$ cat src/rtl/nic_irq_pkg.sv
package nic_irq_pkg;
  localparam int ADDR_W  = 3;
  localparam int DATA_W  = 8;
  localparam int NUM_W   = 6;
  localparam int LEN_W   = 12;
  localparam int N_CAUSE = 3;
  localparam int N_FATAL = 4;

  localparam int B_RX    = 0;
  localparam int B_TXD   = 1;
  localparam int B_TXE   = 2;
  localparam int B_ALLOC = 3;
  localparam int B_OVR   = 4;
  localparam int B_ERR   = 5;

  localparam int K_LINK  = 0;
  localparam int K_ROLL  = 1;
  localparam int K_TXERR = 2;

  localparam int C_LINK  = 0;
  localparam int C_TXENA = 3;
  localparam int CTRL_W  = 5;

  typedef enum logic [ADDR_W-1:0] {
    A_STAT   = 3'd0,
    A_MASK   = 3'd1,
    A_CTRL   = 3'd2,
    A_TXHEAD = 3'd3,
    A_RXHEAD = 3'd4,
    A_CAUSE  = 3'd5
  } reg_addr_e;

  typedef struct packed {
    logic discard;
    logic tx_ena;
    logic txerr_en;
    logic roll_en;
    logic link_en;
  } ctrl_t;
endpackage

$ cat src/rtl/nic_irq_pnq.sv
module nic_irq_pnq #(
  parameter int DEPTH = 4,
  parameter int NUM_W = 6
) (
  input  logic             clk,
  input  logic             rst_n,
  input  logic             push,
  input  logic [NUM_W-1:0] push_num,
  input  logic             pop,
  output logic [NUM_W-1:0] head,
  output logic             empty,
  output logic             full
);
  localparam int PTR_W = (DEPTH > 1) ? $clog2(DEPTH) : 1;
  localparam int CNT_W = $clog2(DEPTH + 1);
  localparam logic [PTR_W-1:0] LAST = PTR_W'(DEPTH - 1);

  logic [NUM_W-1:0] slot_q [DEPTH];
  logic [PTR_W-1:0] wptr_q, wptr_d, rptr_q, rptr_d;
  logic [CNT_W-1:0] cnt_q, cnt_d;
  logic             push_ok, pop_ok;

  assign empty   = (cnt_q == '0);
  assign full    = (cnt_q == CNT_W'(DEPTH));
  assign push_ok = push & ~full;
  assign pop_ok  = pop & ~empty;
  assign head    = slot_q[rptr_q];

  always_comb begin
    wptr_d = wptr_q;
    rptr_d = rptr_q;
    cnt_d  = cnt_q;
    if (push_ok) wptr_d = (wptr_q == LAST) ? '0 : wptr_q + 1'b1;
    if (pop_ok)  rptr_d = (rptr_q == LAST) ? '0 : rptr_q + 1'b1;
    if (push_ok && !pop_ok) cnt_d = cnt_q + 1'b1;
    else if (pop_ok && !push_ok) cnt_d = cnt_q - 1'b1;
  end

  always_ff @(posedge clk or negedge rst_n) begin
    if (!rst_n) begin
      wptr_q <= '0;
      rptr_q <= '0;
      cnt_q  <= '0;
    end else begin
      wptr_q <= wptr_d;
      rptr_q <= rptr_d;
      cnt_q  <= cnt_d;
    end
  end

  for (genvar s = 0; s < DEPTH; s++) begin : g_slot
    logic slot_we;
    assign slot_we = push_ok && (wptr_q == PTR_W'(s));
    always_ff @(posedge clk) begin
      if (slot_we) slot_q[s] <= push_num;
    end
  end

  p_count_bound_r11: assert property (@(posedge clk) disable iff (!rst_n)
    cnt_q <= CNT_W'(DEPTH));
  p_full_drop_r11: assert property (@(posedge clk) disable iff (!rst_n)
    (full && push && !pop) |=> (full && $stable(wptr_q)));
  p_empty_pop_r11: assert property (@(posedge clk) disable iff (!rst_n)
    (empty && pop && !push) |=> empty);
endmodule

$ cat src/rtl/nic_irq_errsrc.sv
module nic_irq_errsrc
  import nic_irq_pkg::*;
(
  input  logic               clk,
  input  logic               rst_n,
  input  logic [N_CAUSE-1:0] event_in,
  input  logic [N_CAUSE-1:0] enable,
  input  logic [N_CAUSE-1:0] service,
  output logic [N_CAUSE-1:0] cause,
  output logic               err
);
  assign err = |cause;

  for (genvar k = 0; k < N_CAUSE; k++) begin : g_cause
    logic set_k, cause_d, cause_q;
    assign set_k = event_in[k] & enable[k];

    always_comb begin
      cause_d = cause_q;
      if (service[k]) cause_d = 1'b0;
      if (set_k)      cause_d = 1'b1;
    end

    always_ff @(posedge clk or negedge rst_n) begin
      if (!rst_n) cause_q <= 1'b0;
      else        cause_q <= cause_d;
    end

    assign cause[k] = cause_q;

    p_service_clears_r8: assert property (@(posedge clk) disable iff (!rst_n)
      (service[k] && !(event_in[k] && enable[k])) |=> !cause[k]);
    p_enable_gates_r7: assert property (@(posedge clk) disable iff (!rst_n)
      (!cause[k] && !enable[k]) |=> !cause[k]);
    p_event_sets_r7: assert property (@(posedge clk) disable iff (!rst_n)
      (event_in[k] && enable[k]) |=> cause[k]);
  end
endmodule

$ cat src/rtl/nic_irq_regif.sv
module nic_irq_regif
  import nic_irq_pkg::*;
(
  input  logic               clk,
  input  logic               rst_n,
  input  logic               wr,
  input  logic               rd,
  input  logic [ADDR_W-1:0]  addr,
  input  logic [DATA_W-1:0]  wdata,
  output logic [DATA_W-1:0]  rdata,
  input  logic [DATA_W-1:0]  stat,
  input  logic [NUM_W-1:0]   txd_head,
  input  logic               txd_empty,
  input  logic [NUM_W-1:0]   rx_head,
  input  logic               rx_empty,
  input  logic [N_CAUSE-1:0] cause,
  input  logic               fatal_any,
  output logic [DATA_W-1:0]  mask,
  output ctrl_t              ctrl,
  output logic               ack_txd,
  output logic               ack_txe,
  output logic               ack_ovr,
  output logic [N_CAUSE-1:0] service
);
  logic [DATA_W-1:0] mask_q, mask_d;
  ctrl_t             ctrl_q, ctrl_d;
  logic              wr_stat, wr_mask, wr_ctrl;

  assign wr_stat = wr && (addr == A_STAT);
  assign wr_mask = wr && (addr == A_MASK);
  assign wr_ctrl = wr && (addr == A_CTRL);

  assign ack_txd = wr_stat & wdata[B_TXD];
  assign ack_txe = wr_stat & wdata[B_TXE];
  assign ack_ovr = wr_stat & wdata[B_OVR];

  assign service[K_LINK]  = wr_ctrl & ~wdata[C_LINK];
  assign service[K_ROLL]  = rd && (addr == A_CAUSE);
  assign service[K_TXERR] = wr_ctrl & wdata[C_TXENA];

  always_comb begin
    mask_d = mask_q;
    ctrl_d = ctrl_q;
    if (wr_mask) mask_d = wdata;
    if (wr_ctrl) ctrl_d = ctrl_t'(wdata[CTRL_W-1:0]);
    if (fatal_any) ctrl_d.tx_ena = 1'b0;
  end

  always_ff @(posedge clk or negedge rst_n) begin
    if (!rst_n) begin
      mask_q <= '0;
      ctrl_q <= '0;
    end else begin
      mask_q <= mask_d;
      ctrl_q <= ctrl_d;
    end
  end

  assign mask = mask_q;
  assign ctrl = ctrl_q;

  always_comb begin
    rdata = '0;
    case (addr)
      A_STAT:   rdata = stat;
      A_MASK:   rdata = mask_q;
      A_CTRL:   rdata[CTRL_W-1:0] = ctrl_q;
      A_TXHEAD: begin
        rdata[NUM_W-1:0] = txd_head;
        rdata[DATA_W-1]  = txd_empty;
      end
      A_RXHEAD: begin
        rdata[NUM_W-1:0] = rx_head;
        rdata[DATA_W-1]  = rx_empty;
      end
      A_CAUSE:  rdata[N_CAUSE-1:0] = cause;
      default:  rdata = '0;
    endcase
  end

  p_fatal_drops_txena_r8: assert property (@(posedge clk) disable iff (!rst_n)
    fatal_any |=> !ctrl.tx_ena);
endmodule

$ cat src/rtl/nic_irq_unit.sv
module nic_irq_unit
  import nic_irq_pkg::*;
#(
  parameter int Q_DEPTH = 4,
  parameter int MAX_LEN = 2048
) (
  input  logic               clk,
  input  logic               rst_n,
  input  logic               reg_wr,
  input  logic               reg_rd,
  input  logic [ADDR_W-1:0]  reg_addr,
  input  logic [DATA_W-1:0]  reg_wdata,
  output logic [DATA_W-1:0]  reg_rdata,
  input  logic               rx_end,
  input  logic [LEN_W-1:0]   rx_len,
  input  logic               rx_nomem,
  input  logic [NUM_W-1:0]   rx_num,
  input  logic               rx_release,
  input  logic               tx_q_empty,
  input  logic               tx_complete,
  input  logic [NUM_W-1:0]   tx_num,
  input  logic               alloc_req,
  input  logic               alloc_done,
  input  logic               alloc_fail,
  input  logic               link_change,
  input  logic               cnt_rollover,
  input  logic [N_FATAL-1:0] tx_fatal,
  output logic               tx_enable,
  output logic               irq
);
  logic [DATA_W-1:0]  stat, mask;
  ctrl_t              ctrl;
  logic               ack_txd, ack_txe, ack_ovr;
  logic [N_CAUSE-1:0] service, cause, err_events, err_enables;
  logic               err, fatal_any;
  logic [NUM_W-1:0]   txd_head, rx_head;
  logic               txd_empty, txd_full, rx_empty, rx_full;
  logic               rx_bad, rx_push, ovr_set;
  logic               ovr_q, ovr_d, txe_q, txe_d, alloc_q, alloc_d, irq_q, irq_d;

  assign fatal_any = |tx_fatal;
  assign rx_bad    = (rx_len > LEN_W'(MAX_LEN)) | rx_nomem | ctrl.discard | rx_full;
  assign rx_push   = rx_end & ~rx_bad;
  assign ovr_set   = rx_end & rx_bad;

  nic_irq_pnq #(.DEPTH(Q_DEPTH), .NUM_W(NUM_W)) u_rxq (
    .clk(clk), .rst_n(rst_n), .push(rx_push), .push_num(rx_num),
    .pop(rx_release), .head(rx_head), .empty(rx_empty), .full(rx_full));

  nic_irq_pnq #(.DEPTH(Q_DEPTH), .NUM_W(NUM_W)) u_txdq (
    .clk(clk), .rst_n(rst_n), .push(tx_complete), .push_num(tx_num),
    .pop(ack_txd), .head(txd_head), .empty(txd_empty), .full(txd_full));

  assign err_events[K_LINK]   = link_change;
  assign err_events[K_ROLL]   = cnt_rollover;
  assign err_events[K_TXERR]  = fatal_any;
  assign err_enables[K_LINK]  = ctrl.link_en;
  assign err_enables[K_ROLL]  = ctrl.roll_en;
  assign err_enables[K_TXERR] = ctrl.txerr_en;

  nic_irq_errsrc u_err (
    .clk(clk), .rst_n(rst_n), .event_in(err_events), .enable(err_enables),
    .service(service), .cause(cause), .err(err));

  nic_irq_regif u_regs (
    .clk(clk), .rst_n(rst_n), .wr(reg_wr), .rd(reg_rd), .addr(reg_addr),
    .wdata(reg_wdata), .rdata(reg_rdata), .stat(stat),
    .txd_head(txd_head), .txd_empty(txd_empty),
    .rx_head(rx_head), .rx_empty(rx_empty), .cause(cause),
    .fatal_any(fatal_any), .mask(mask), .ctrl(ctrl),
    .ack_txd(ack_txd), .ack_txe(ack_txe), .ack_ovr(ack_ovr),
    .service(service));

  always_comb begin
    ovr_d = ovr_q;
    if (ack_ovr) ovr_d = 1'b0;
    if (ovr_set) ovr_d = 1'b1;

    txe_d = txe_q;
    if (ack_txe)    txe_d = 1'b0;
    if (tx_q_empty) txe_d = 1'b1;

    alloc_d = alloc_q;
    if (alloc_req)  alloc_d = 1'b0;
    if (alloc_done) alloc_d = ~alloc_fail;
  end

  always_comb begin
    stat          = '0;
    stat[B_RX]    = ~rx_empty;
    stat[B_TXD]   = ~txd_empty;
    stat[B_TXE]   = txe_q;
    stat[B_ALLOC] = alloc_q;
    stat[B_OVR]   = ovr_q;
    stat[B_ERR]   = err;
    irq_d         = |(stat & mask);
  end

  always_ff @(posedge clk or negedge rst_n) begin
    if (!rst_n) begin
      ovr_q   <= 1'b0;
      txe_q   <= 1'b0;
      alloc_q <= 1'b0;
      irq_q   <= 1'b0;
    end else begin
      ovr_q   <= ovr_d;
      txe_q   <= txe_d;
      alloc_q <= alloc_d;
      irq_q   <= irq_d;
    end
  end

  assign irq       = irq_q;
  assign tx_enable = ctrl.tx_ena;

  p_ovr_hold_r2: assert property (@(posedge clk) disable iff (!rst_n)
    (stat[B_OVR] && !(reg_wr && reg_addr == A_STAT && reg_wdata[B_OVR])) |=> stat[B_OVR]);
  p_ovr_set_r2: assert property (@(posedge clk) disable iff (!rst_n)
    (rx_end && rx_len > LEN_W'(MAX_LEN)) |=> stat[B_OVR]);
  p_txe_set_r5: assert property (@(posedge clk) disable iff (!rst_n)
    tx_q_empty |=> stat[B_TXE]);
  p_alloc_ok_r6: assert property (@(posedge clk) disable iff (!rst_n)
    (alloc_done && !alloc_fail) |=> stat[B_ALLOC]);
  p_alloc_req_r6: assert property (@(posedge clk) disable iff (!rst_n)
    (alloc_req && !alloc_done) |=> !stat[B_ALLOC]);
  p_rx_ack_ignored_r10: assert property (@(posedge clk) disable iff (!rst_n)
    (stat[B_RX] && !rx_release) |=> stat[B_RX]);
  p_irq_masked_r9: assert property (@(posedge clk) disable iff (!rst_n)
    (mask == '0) |=> !irq);
  p_hi_bits_zero_r1: assert property (@(posedge clk) disable iff (!rst_n)
    stat[DATA_W-1:B_ERR+1] == '0);
endmodule

$ cat config.mk
export PLATFORM = sky130hd
export DESIGN_NAME = nic_irq_unit
export DESIGN_NICKNAME = d
export VERILOG_FILES = /design/src/rtl/nic_irq_pkg.sv /design/src/rtl/nic_irq_pnq.sv /design/src/rtl/nic_irq_errsrc.sv /design/src/rtl/nic_irq_regif.sv /design/src/rtl/nic_irq_unit.sv
export SDC_FILE = /design/constraint.sdc
export NUM_CORES = 1
export LEC_CHECK = 0
export ABC_AREA = 1
export BUFFER_PORTS_ARGS = -buffer_cell sky130_fd_sc_hd__buf_2
export CORE_MARGIN = 3
export CORE_UTILIZATION = 55
export DETAILED_ROUTE_END_ITERATION = 12
export PLACE_DENSITY = 0.77
export RECOVER_POWER = 50
export SLEW_MARGIN = 10
export SYNTH_ARGS = -nofsm -noshare
export SYNTH_HDL_FRONTEND = slang
export SYNTH_HIERARCHICAL = 1
export SYNTH_SLANG_ARGS = --single-unit
$ cat constraint.sdc
create_clock -name clk -period 2.7 [get_ports clk]
set_input_delay 0 -clock clk [delete_from_list [all_inputs] [get_ports clk]]
set_output_delay 0 -clock clk [all_outputs]
set_load 0.05 [all_outputs]
==> impl_metrics.env <==
export IMPL_cts_sinks=82
export IMPL_slew_violations=35
export IMPL_h_tree_depth=3
export IMPL_pwr_density_cell_mw_per_mm2=767
export IMPL_ff2ff_setup_slack_ns=0.29
export IMPL_drive_above_1_share_pct=12.9
export IMPL_die_x_um=94.0
export IMPL_cap_viol_max_count=1
export IMPL_fmax_ghz=0.416
export IMPL_place_hpwl_um=6480
export IMPL_tightest_slew_ns=1.82
export IMPL_synthCells=475
export IMPL_fin_nets=637
export IMPL_clockBufferDepth=2
export IMPL_place_congestion=0.850
export IMPL_syn_to_final_growth_pct=19.1
export IMPL_worstPathMaxFanout=7
export IMPL_status="finished, violations left"
export IMPL_period_minus_slack_ns=2.41
export IMPL_finalHoldViolCount=0
export IMPL_yosysWarningCount=6
export IMPL_cp_arrival_ns=2.64
export IMPL_antenna_found_initial=0
export IMPL_start_kind="flip-flop"
export IMPL_placed_area_mm2=0.00455
export IMPL_drc=0
export IMPL_rr_worst_depth=15
export IMPL_row_count=31
export IMPL_post_route_period_util_pct=89.1
export IMPL_antenna_left=0
export IMPL_worst_slack_ns=0.294
export IMPL_totalWireLength_um=9130
export IMPL_grt_pass1_vias=3325
export IMPL_grt_total_usage_pct=22.3
export IMPL_vias=3376
export IMPL_p_leak_nw=2.43
export IMPL_cts_root_buf="clkbuf_8"
export IMPL_hp_class="in2reg"
export IMPL_syn_cell_area_mm2=0.00426
export IMPL_core_area_mm2=0.00737
export IMPL_overflow=0
export IMPL_violations="capacitance limit, slew limit"
export IMPL_pre_cts_ws_ns=0.387
export IMPL_firstDrtPassIters=5
export IMPL_totalNegativeSetupSlack_ns=0
export IMPL_die_h_um=94.0
export IMPL_viasPerCell=5.01
export IMPL_dieArea_mm2=0.00884
export IMPL_io_pin_count=63
export IMPL_setup_violations_final=0
export IMPL_relSlewSlack_pct=-21.5
export IMPL_drtIter0Drc=167
export IMPL_grt_max_degree=35
export IMPL_min_path_cells=6
export IMPL_wl_per_cell_um=13.6
export IMPL_port_buffers=62
export IMPL_path_class="reg2reg"
export IMPL_cts_tree="done"
export IMPL_clock_latency_ns=0.35
export IMPL_cts_buffers=9
export IMPL_initial_core_util_pct=57.8
export IMPL_holdWs_ns=0.0968
export IMPL_grt_pass1_wl_um=15100
export IMPL_ir_drop_v=0.000524
export IMPL_diodes=0
export IMPL_num_fill_cells=602
export IMPL_clk_pin_slew_ns=0.08
export IMPL_syn_area_per_cell_um2=8.97
export IMPL_end_kind="flip-flop"
export IMPL_rsz0062_at_grt="false"
export IMPL_required_ns=2.94
export IMPL_design_area_mm2=0.00508
export IMPL_finalClockSkew_ns=0.00987
[metrics by stage]
stage	util [%]	cells	power (mW)
after floorplan	-	476	2.82
after global placement	61.8	619	3.00
after detailed placement	61.8	619	3.09
after CTS	69.5	674	3.93
after global routing	68.9	674	4.20
final	68.9	674	3.89
[area by class of cell]
cell class / count / area (um^2) / area share [%]
clock inverter: 7 / 51.3 / 1.01
timing repair buffer: 102 / 691 / 13.6
tap: 99 / 124 / 2.44
clock buffer: 9 / 124 / 2.44
multi-input combinational: 286 / 1460 / 28.8
inverter: 89 / 334 / 6.58
sequential: 82 / 2290 / 45.1
[cell usage in the layout, fill, tap and decap left out]
| master | count |
|---|---|
| dfrtp_1 | 34 |
| a22o_1 | 2 |
| nand3_1 | 31 |
| fa_1 | 2 |
| ha_1 | 12 |
| and2_0 | 1 |
| nand2_2 | 4 |
| conb_1 | 2 |
| clkbuf_8 | 9 |
| clkbuf_1 | 14 |
| nand4_1 | 17 |
| dlygate4sd3_1 | 39 |
| o21bai_1 | 1 |
| edfxtp_1 | 48 |
| inv_1 | 88 |
| xnor2_1 | 2 |
| inv_6 | 2 |
| clkinv_2 | 2 |
| nor3_1 | 2 |
| nor2_1 | 45 |
| o21ai_2 | 4 |
| inv_2 | 1 |
| o22ai_1 | 1 |
| o211ai_1 | 24 |
| a21oi_1 | 2 |
| buf_4 | 1 |
| buf_2 | 48 |
| clkinv_4 | 1 |
| nor4_1 | 1 |
| nand2_1 | 124 |
| clkinvlp_4 | 2 |
| or4_1 | 1 |
| o21ai_0 | 8 |
[worst max-delay path, cell delays in order, from the launching register on]
cell and delay (ns):
dfrtp_1 0.43, inv_1 0.09, nand3_1 0.14, inv_1 0.05, nor3_1 0.13, nand2_1 0.09
nor2_1 0.18, nand2_2 0.13, inv_1 0.08, ha_1 0.16, inv_1 0.07, fa_1 0.40
nand2_1 0.11, nand3_1 0.10, nand2_1 0.08, nand2_1 0.05
[metal layers]
metal,GRT usage [%],vias to the layer above,routed length [um]
met4,7.58,0,129
li1,-,1716,-
met2,39.9,113,4780
met5,0,-,0
met3,4.09,12,517
met1,26.8,1535,3700
[worst paths after layout]
kind | startpoint | endpoint
worst max-delay path | u_rxq/cnt_q[0] | u_rxq/cnt_q[2]
worst min-delay path | rx_nomem | u_rxq/wptr_q[0]
worst max register to register | u_rxq/cnt_q[0] | u_rxq/cnt_q[2]
worst min register to register | u_regs/mask[6] | u_regs/mask[6]
max in group asynchronous | rst_n | u_regs/ctrl[1]
min in group asynchronous | rst_n | u_regs/mask[7]
[flip-flops by register name (all words and copies together) (netlist names)]
signal / count
u_txdq/wptr_q: 2
u_rxq/rptr_q: 2
u_rxq/wptr_q: 2
u_txdq/slot_q: 24
u_rxq/slot_q: 24
alloc_q: 1
u_txdq/rptr_q: 2
txe_q: 1
u_regs/mask: 8
irq: 1
u_rxq/cnt_q: 3
u_txdq/cnt_q: 3
u_err/g_cause.cause_q: 3
ovr_q: 1
u_regs/ctrl: 5
[repair_timing]
item | CTS | global route
buffers inserted | 0 | 0
hold buffers | 39 | 0
hold endpoints to repair | 103 | 0
gates resized for setup | 0 | 0
[where the power goes]
part	leakage, nW	internal, mW	total [mW]	switching (mW)
clock network	0.0860	0.338	0.778	0.440
logic	1.50	0.470	1.26	0.790
registers	0.842	1.57	1.86	0.282
Power figures use the tool's default switching activity.
